==> src/rtl/sdc_pkg.sv <==
// Shared helpers for the seed decompressor.
// Assumes chain index and register width are small positive integers.
package sdc_pkg;

    // Tap k (0..2) of a chain: the stage that feeds its XOR.
    function automatic int tap_pos(input int chain, input int k, input int regw);
        case (k)
            0:       return chain % regw;
            1:       return (3 * chain + 17) % regw;
            default: return (5 * chain + 10) % regw;
        endcase
    endfunction

endpackage

==> src/rtl/sdc_inject.sv <==
// Spreads the seed bits into a register-wide XOR vector, one seed bit per
// evenly spaced stage. Assumes INJ_W divides REG_W.
module sdc_inject #(
    parameter int REG_W = 32,
    parameter int INJ_W = 2
) (
    input  logic [INJ_W-1:0] seed_i,
    output logic [REG_W-1:0] inj_vec_o
);
    localparam int STEP = REG_W / INJ_W;

    // Place each seed bit at its injection stage; zeros elsewhere.
    always_comb begin
        inj_vec_o = '0;
        for (int j = 0; j < INJ_W; j++) begin
            inj_vec_o[j*STEP] = seed_i[j];
        end
    end
endmodule

==> src/rtl/sdc_ring.sv <==
// Galois ring register: the last stage rotates into stage 0 and is XORed
// into the stages in FB_MASK, with the injection vector XORed in on
// every enabled shift. Assumes FB_MASK bit 0 is zero.
module sdc_ring #(
    parameter int               REG_W   = 32,
    parameter logic [REG_W-1:0] FB_MASK = 32'h0040_0006
) (
    input  logic             clk,
    input  logic             rst_n,
    input  logic             init_i,
    input  logic             shift_en_i,
    input  logic [REG_W-1:0] inj_vec_i,
    output logic [REG_W-1:0] state_o
);
    logic [REG_W-1:0] state_q;
    logic [REG_W-1:0] next_s;
    logic             fb;

    // Linear next-state: rotate, fold last stage back, add seeds.
    always_comb begin
        fb     = state_q[REG_W-1];
        next_s = {state_q[REG_W-2:0], fb} ^ (FB_MASK & {REG_W{fb}}) ^ inj_vec_i;
    end

    // Register update: reset and init clear, enable advances.
    always_ff @(posedge clk) begin
        if (!rst_n)          state_q <= '0;
        else if (init_i)     state_q <= '0;
        else if (shift_en_i) state_q <= next_s;
    end

    assign state_o = state_q;
endmodule

==> src/rtl/sdc_phase.sv <==
// Phase shifter: each chain output is the XOR of three register stages
// chosen by sdc_pkg::tap_pos. Assumes CHAINS <= REG_W.
module sdc_phase #(
    parameter int REG_W  = 32,
    parameter int CHAINS = 16
) (
    input  logic [REG_W-1:0]  state_i,
    output logic [CHAINS-1:0] chain_o
);
    for (genvar c = 0; c < CHAINS; c++) begin : g_chain
        localparam int TA = sdc_pkg::tap_pos(c, 0, REG_W);
        localparam int TB = sdc_pkg::tap_pos(c, 1, REG_W);
        localparam int TC = sdc_pkg::tap_pos(c, 2, REG_W);
        // Three-input XOR for chain c.
        assign chain_o[c] = state_i[TA] ^ state_i[TB] ^ state_i[TC];
    end
endmodule

==> src/rtl/seed_decomp.sv <==
// Seed-injected scan decompressor top. XOR gates and flops only, so the
// chain outputs are linear in the injected seed bits.
// Assumes the tester pulses init_i before each pattern.
module seed_decomp #(
    parameter int               REG_W   = 32,
    parameter int               INJ_W   = 2,
    parameter int               CHAINS  = 16,
    parameter logic [REG_W-1:0] FB_MASK = 32'h0040_0006
) (
    input  logic              clk,
    input  logic              rst_n,
    input  logic              init_i,
    input  logic              shift_en_i,
    input  logic [INJ_W-1:0]  seed_i,
    output logic [CHAINS-1:0] chain_o
);
    logic [REG_W-1:0] inj_vec;
    logic [REG_W-1:0] state_q;

    sdc_inject #(.REG_W(REG_W), .INJ_W(INJ_W)) u_inject (
        .seed_i   (seed_i),
        .inj_vec_o(inj_vec)
    );

    sdc_ring #(.REG_W(REG_W), .FB_MASK(FB_MASK)) u_ring (
        .clk       (clk),
        .rst_n     (rst_n),
        .init_i    (init_i),
        .shift_en_i(shift_en_i),
        .inj_vec_i (inj_vec),
        .state_o   (state_q)
    );

    sdc_phase #(.REG_W(REG_W), .CHAINS(CHAINS)) u_phase (
        .state_i(state_q),
        .chain_o(chain_o)
    );
endmodule

==> config.mk <==
export PLATFORM = sky130hd
export DESIGN_NAME = seed_decomp
export DESIGN_NICKNAME = d
export VERILOG_FILES = /design/src/rtl/sdc_pkg.sv /design/src/rtl/sdc_inject.sv /design/src/rtl/sdc_ring.sv /design/src/rtl/sdc_phase.sv /design/src/rtl/seed_decomp.sv
export SDC_FILE = /design/constraint.sdc
export NUM_CORES = 1
export LEC_CHECK = 0
export ABC_AREA = 1
export BUFFER_PORTS_ARGS = -buffer_cell sky130_fd_sc_hd__buf_2
export CORE_UTILIZATION = 50
export DETAILED_ROUTE_END_ITERATION = 10
export PLACE_DENSITY = 0.7
export SETUP_SLACK_MARGIN = 0.3
export SYNTH_ARGS = -nofsm -noshare
export SYNTH_HDL_FRONTEND = slang
export SYNTH_SLANG_ARGS = --single-unit
==> constraint.sdc <==
create_clock -name clk -period 1.4 [get_ports clk]
set_clock_uncertainty 0.15 [all_clocks]
set_input_delay 0.28 -clock clk [delete_from_list [all_inputs] [get_ports clk]]
set_output_delay 0.28 -clock clk [all_outputs]
set_load 0.1 [all_outputs]
==> results of run 1 <==
## what timing repair did
action                                  in CTS
endpoints found under the setup margin      16
buffers inserted                            30
pin swaps                                   36
resized for setup                          106
## cell families after synthesis
group           after synthesis  share of synthesized area
compound gates               27                      0.115
buf+inv                      48                      0.133
flops                        32                      0.356
simple gates                181                      0.396
## metrics by stage
stage               setup WS [ps]  setup TNS, ps  hold WS (ps)  std cells
floorplan                     178              0           283        288
global placement             28.7              0           295        354
detailed placement           18.1              0           298        354
CTS                          -276          -4150          99.2        392
==> metrics.md, run 1 <==
| Metric | Value |
|---|---|
| Site row count | 21 |
| Failed at | global routing |
| Yosys cell types | 14 |
| Seq/Total Area, Yosys | 0.356 |
| Synthesized area per cell | 6.25 um2 |
| IO Pins | 22 |
| Post-synth top area cell | dfxtp_1 |
| CTS sink count | 32 |
| Yosys reg bits | 32 |
| Initial Util | 0.531 |
| Synth Warn # | 0 |
| Routability congestion estimate | between 0.7 and 0.8 |
| Die width | 62.0 um |
| Post-Syn Instances | around 290 |
| Post-Syn Nets | 294 |
| Post-synth EDFFs | 0 |
| # port buffers | 21 |
| Async set-reset flop share out of synthesis | 0 |
| Synthesized cell area | about 0.0018 mm2 |
| Status | did not finish |
| Clock tree buffer depth | 2 |
| Stop Error | [ERROR DPL-0038] Utilization greater than 100%, impossible to legalize |
| Main synth FF type | dfxtp_1 |
| Post-synth top area share | 0.356 |
| Die Ht | 62.0 um |
| Top cells by area, synth | dfxtp_1, nand2_1, a21oi_2 |
| Hold_buf cts | 0 |
| H-tree depth | 2 |
| CTS root buf | clkbuf_4 |
| Count leader, synth | nand2_1 |
| Placed inst area | approximately 0.0026 mm2 |
| Num CTS Buffers | 5 |
| Largest net degree at the start of global routing | 33 |
| Commonest cells post-synth | nand2_1, inv_1, dfxtp_1 |
| DP Wirelength | ~3200 um |
==> run 2, diff against run 1 <==
Settings changed: CORE_UTILIZATION 50 to 35, PLACE_DENSITY 0.7 to not set, PLACE_DENSITY_LB_ADDON set to 0.15, SETUP_SLACK_MARGIN 0.3 to not set.
==> metrics.md, run 2 <==
| Metric | Value |
|---|---|
| Number of hold violations in the final report | 0 |
| Grt met2 use | 0.358 |
| CTS sink count | 32 (unchanged) |
| Worst VDD drop | between 0.0004 and 0.0005 V |
| Max reg flops | 32 |
| Antenna violations before repair | 0 |
| Post-route clock period utilization | 1.15 |
| Failing checks | setup timing |
| Die Ht | 73.7 um (+19%) |
| Setup crit start kind | flop |
| DR WL/cell | 12.1 um |
| Delay-heaviest family, CP | flip-flops |
| TritonCTS clock tree | yes |
| DRT Pass-1 Iters | 4 |
| Max-slew headroom | 0.849 |
| Clock tree buffer depth | 2 (unchanged) |
| Async set-reset flop share out of synthesis | 0 (unchanged) |
| Initial Util | 0.371 (-0.160) |
| Via-to-Cell Ratio | between 4 and 5 |
| Die width | 73.7 um (+19%) |
| Leakage dissipation | approximately 1.2 nW |
| Layout Nets | 360 |
| Post-synth top area cell | dfxtp_1 |
| Post-Syn Nets | 294 (unchanged) |
| Site row count | 25 (+19%) |
| Max Slew Vio Count | 0 |
| Met3 Track Usage GR | 0.0439 |
| Largest net degree at the start of global routing | 33 |
| Total gr overflow | 0 |
| CTS clock-pin slew for the worst setup and hold paths | about 70 ps |
| # port buffers | 21 (unchanged) |
| Worst Slack Setup Final | -210 ps |
| Vias in the first global route | 1,853 |
| CP bufs+invs | 2 |
| IO Pins | 22 (unchanged) |
| CTS root buf | clkbuf_8 |
| Synthesized cell area | 0.00180 mm2 (unchanged) |
| Max-Cap Viols | 0 |
| Starting DRC count in detailed routing | 69 |
| Antenna cell count | 0 |
| Die Area | roughly 0.0054 mm2 |
| Cell area power density | between 600 and 700 mW/mm2 |
| Total GRT Usage | 0.202 |
| Post-Syn Instances | 288 (unchanged) |
| Required time worst endpoint | 970 ps |
| Top cells by area, synth | dfxtp_1, nand2_1, a21oi_2 |
| Yosys cell types | 14 (unchanged) |
| Core area | slightly below 0.005 mm2 |
| Yosys reg bits | 32 (unchanged) |
| RSZ-0062 raised after global routing | yes |
| Critical Path Fanout Max | 4 |
| Seq/Total Area, Yosys | 0.356 (unchanged) |
| DR vias | slightly below 2,000 |
| CP endpoint kind | output port |
| Total power | around 2 mW |
| Count leader, synth | nand2_1 |
| Minimum clock period | 1610 ps |
| Max Clk Rate | between 600 and 700 MHz |
| Synthesized area per cell | 6.25 um2 (unchanged) |
| Aggregate routed wire length | 5100 um |
| GRT Max-Usage Layer | met2 |
| Met1 Use GR | 0.229 |
| Routability congestion estimate | 0.769 (+0.12%) |
| H-tree depth | 2 (unchanged) |
| Num CTS Buffers | 5 (unchanged) |
| Worst-Margin Slew | roughly 230 ps |
| Hold WS | ~170 ps |
| Residual DRC | 0 |
| Critical path's slowest cell | dfxtp_4 |
| Reg2Reg Setup Slack | 170 ps |
| Worst-path cell chain | buf_6, nand2_4, nand2_2, nand2_2, nand2_4, buf_12 |
| Synth Warn # | 0 (unchanged) |
| Most common cell after layout, fill and taps aside | nand2_1 |
| DP Wirelength | 3140 um (-2.3%) |
| Clock insertion delay at the later pin of the skew report | about 290 ps |
| Hold/Removal Path Class | in -> reg |
| Max incr delay on CP | approximately 380 ps |
| Status | finished with violations |
| Worst path arrival time | 1180 ps |
| Crit path kind | reg -> out |
| Final ANT Viol Nets | 0 |
| First-pass GRT wire length | 8060 um |
| Commonest cells post-synth | nand2_1, inv_1, dfxtp_1 |
| Most frequent cells in the layout | nand2_1, nand2_2, buf_4, a21oi_2, buf_12 |
| Post-synth top area share | 0.356 (unchanged) |
| Post-synth EDFFs | 0 (unchanged) |
| # setup viols final | 16 |
| Share of cells above drive strength 1 | 0.634 |
| Area growth syn-to-layout | 71.4% |
| Main synth FF type | dfxtp_1 |
run 2: cell counts after synthesis:
Identical to the previous run, type by type.
run 2: timing repair:
action | CTS | global route
hold buffers | 0 | 0
gates cloned | 0 | 0
pin swaps | 21 | 22
resized for setup | 95 | 59
setup endpoints to repair | 16 | 16
setup buffers | 19 | 8
run 2: area by class of cell:
| type | instances | area, um2 |
|---|---|---|
| Clock buffer | 6 | 72.6 |
| Timing Repair Buffer | 68 | 766 |
| Multi-Input combinational cell | 208 | 1240 |
| Fill cell | 430 | 1760 |
| Clock inverter | 2 | 35.0 |
| Sequential cell | 32 | 713 |
| Tap cell | 67 | 83.8 |
| Inverter | 39 | 171 |
run 2: logic make-up after synthesis:
logic type / share of synthesized area
AOI/OAI and AO/OA: 0.115
buffers and inverters: 0.133
DFF: 0.356
and+or+nand+nor: 0.396
run 2: tightest hold or removal path: cells and delay by family:
kind	cells	cell delay, ps
simple gates	3	180
buf+inv	2	130
run 2: per-layer routing:
layer	share of wire	wire length, um
met1	0.42	2150
met2	0.52	2650
met3	0.032	161
met4	0.026	134
met5	0	0
run 2: final timing paths:
check                                         from            endpoint  cells past startpoint
worst min register to register  u_ring.state_o[19]  u_ring.state_o[19]                      2
worst max-delay path             u_ring.state_o[6]          chain_o[7]                      6
worst max register to register   u_ring.state_o[1]   u_ring.state_o[2]                      7
worst min-delay path                     seed_i[1]  u_ring.state_o[16]                      5
run 2: where the power goes:
part	internal, mW	total, mW	switching [mW]
Combinational	0.0915	0.250	0.158
Sequential	0.887	0.896	0.00831
Clock	0.528	0.874	0.346
Total	1.51	2.02	0.512
run 2: per-stage QoR:
stage | utilization | instance area, um2 | TNS (ps) | instances | worst slack, ps
finish | 0.637 | 3090 | -2630 | 422 | -210
global route | 0.637 | 3090 | -3480 | 422 | -264
CTS | 0.589 | 2850 | -2690 | 414 | -209
detailed placement | 0.497 | 2410 | 0 | 387 | 34.6
global placement | 0.497 | 2410 | 0 | 387 | 49.7
floorplan | - | 1890 | -38.1 | 288 | -38.1
Power figures use the tool's default switching activity.
==> run 3, diff against run 2 <==
Settings changed: ABC_AREA 1 to not set.
==> metrics.md, run 3 <==
| Metric | Value |
|---|---|
| Worst VDD drop | 0.000569 V (+21%) |
| First-pass GRT wire length | 5360 um (-33%) |
| Hold_buf cts | 0 (unchanged) |
| Setup crit start kind | flop |
| Post-synth top area share | 0.419 (+0.0628) |
| Core area | 0.00409 mm2 (-16%) |
| Async set-reset flop share out of synthesis | 0 (unchanged) |
| Clock tree buffer depth | 2 (unchanged) |
| Count leader, synth | xnor2_1 |
| Total GRT Usage | 0.165 (-0.0365) |
| CTS sink count | 32 (unchanged) |
| Clock insertion delay at the later pin of the skew report | 290 ps (about the same) |
| Minimum clock period | 1710 ps (+98.1 ps) |
| Post-Place Worst Slack | -102 ps (-137 ps) |
| Routability congestion estimate | 0.742 (-3.4%) |
| DRT Pass-1 Iters | 4 (unchanged) |
| Main synth FF type | dfxtp_1 |
| Number of hold violations in the final report | 0 (unchanged) |
| Max-Cap Viols | 0 (unchanged) |
| Yosys cell types | 13 (-1) |
| Worst path arrival time | 1280 ps (+100 ps) |
| Die Ht | 68.1 um (-7.6%) |
| Initial Util | 0.374 (+0.00311) |
| Via-to-Cell Ratio | 4.60 (-0.69%) |
| Final ANT Viol Nets | 0 (unchanged) |
| Share of cells above drive strength 1 | 0.576 (-0.0577) |
| IO Pins | 22 (unchanged) |
| Required time worst endpoint | 970 ps (about the same) |
| Total gr overflow | 0 (unchanged) |
| Synthesized area per cell | 10.6 um2 (+69%) |
| Synthesized cell area | 0.00153 mm2 (-15%) |
| TritonCTS clock tree | yes |
| Num CTS Buffers | 5 (unchanged) |
| Leakage dissipation | 1.03 nW (-16%) |
| Largest net degree at the start of global routing | 33 (unchanged) |
| Fill cells | 285 (-34%) |
| Failing checks | setup timing |
| Setup TNS | -4130 ps (-1500 ps) |
| Crit path kind | reg -> out |
| Site row count | 23 (-8.0%) |
| Post-Syn Nets | 151 (-49%) |
| Top cells by area, synth | dfxtp_1, xnor2_1, mux2i_1 |
| Max Slew Vio Count | 0 (unchanged) |
| CP endpoint kind | output port |
| Post-synth EDFFs | 0 (unchanged) |
| Max Clk Rate | 585 MHz (-5.7%) |
| Post-Syn Instances | 145 (-50%) |
| # setup viols final | 16 (unchanged) |
| Seq/Total Area, Yosys | 0.419 (+0.0628) |
| Vias in the first global route | 1,091 (-41%) |
| Cell area power density | 674 mW/mm2 (+3.0%) |
| Yosys reg bits | 32 (unchanged) |
| Reg area | 701 um2 (-1.8%) |
| Most frequent cells in the layout | xnor2_4, nor2_1, mux2i_1, buf_12, buf_4 |
| CTS root buf | clkbuf_8 |
| Post-synth top area cell | dfxtp_1 |
| Critical Path Fanout Max | 2 (-2) |
| Max reg flops | 32 (unchanged) |
| Max-slew headroom | 0.748 (-0.101) |
| Synth Warn # | 0 (unchanged) |
| Aggregate routed wire length | 3240 um (-36%) |
| CTS clock-pin slew for the worst setup and hold paths | 60 ps (about the same) |
| Antenna cell count | 0 (unchanged) |
| Hold/Removal Path Class | in -> reg |
| Die Area | 0.00464 mm2 (-15%) |
| Antenna violations before repair | 0 (unchanged) |
| RSZ-0062 raised after global routing | yes |
| Post-route clock period utilization | 1.22 (+0.0701) |
| # port buffers | 21 (unchanged) |
| DR WL/cell | 13.8 um (+15%) |
| Worst Slack Setup Final | -308 ps (-98.1 ps) |
| Hold WS | 140 ps (-30.8 ps) |
| DP Wirelength | 2400 um (-24%) |
| Die width | 68.1 um (-7.6%) |
| Commonest cells post-synth | xnor2_1, dfxtp_1, nor2_1 |
| Multi-input logic area | 0.00138 mm2 (+11%) |
| Residual DRC | 0 (unchanged) |
| Starting DRC count in detailed routing | 36 (-48%) |
| Status | finished with violations |
| Worst-Margin Slew | 378 ps (+151 ps) |
| H-tree depth | 2 (unchanged) |
| Area growth syn-to-layout | 81.8% |
| DR vias | 1,076 (-45%) |
| Layout Nets | 189 (-48%) |
-- run 3: cell count changes after synthesis, sizes merged, moves of 21 or more --
cell,delta
a21oi,-27
inv,-39
mux2i,+27
nand2,-150
nand3,-21
nor2,+22
xnor2,+37
-- run 3: where the power goes --
group | internal, mW | switching (mW)
combinational | 0.106 | 0.136
sequential | 0.893 | 0.00960
clock | 0.401 | 0.330
-- run 3: timing repair --
action                     CTS  global route
pin swaps                   16            11
gates cloned                 0             0
setup buffers                5             2
setup endpoints to repair   16            16
resized for setup           10             3
-- run 3: layout make-up --
cell class | count | area share
clock buffer | 8 | 0.0324
multi-input combinational | 102 | 0.496
sequential | 32 | 0.252
tap | 50 | 0.0225
timing repair buffer | 42 | 0.197
-- run 3: worst max-delay path, cell delays in order, from the launching register on --
cell	delay, ps
dfxtp_2	330
buf_6	130
xnor2_4	190
xnor2_4	150
buf_12	190
-- run 3: metal layers --
layer	share of wire	track usage
met3	0.035	0.0567
met5	0	0
met4	0.0077	0.0469
met1	0.43	0.194
met2	0.53	0.283
-- run 3: cells by family after synthesis --
| kind of cell | Yosys count | share of synthesized area |
|---|---|---|
| flops | 32 | 0.419 |
| buf+inv | 11 | 0.0711 |
| mux | 27 | 0.177 |
| simple gates | 33 | 0.0875 |
| compound gates | 5 | 0.0343 |
| xor+xnor | 37 | 0.212 |
-- run 3: path summary, 6_finish.rpt --
check / end / from / slack (ps) / cells past startpoint
worst min-delay path: u_ring.state_o[16] / seed_i[1] / 140 / 3
worst min register to register: u_ring.state_o[19] / u_ring.state_o[19] / 340 / 2
worst max register to register: u_ring.state_o[16] / u_ring.state_o[15] / 240 / 4
worst max-delay path: chain_o[15] / u_ring.state_o[15] / -310 / 4
-- run 3: through the flow --
stage                     cell area [um2]  std cells  total power, mW   util
after floorplan                      2190        145             1.11      -
after global placement               2610        219             1.17  0.639
after detailed placement             2610        219             1.17  0.639
after CTS                            2760        232             1.90  0.675
after global routing                 2780        234             1.95  0.681
final                                2780        234             1.87  0.681
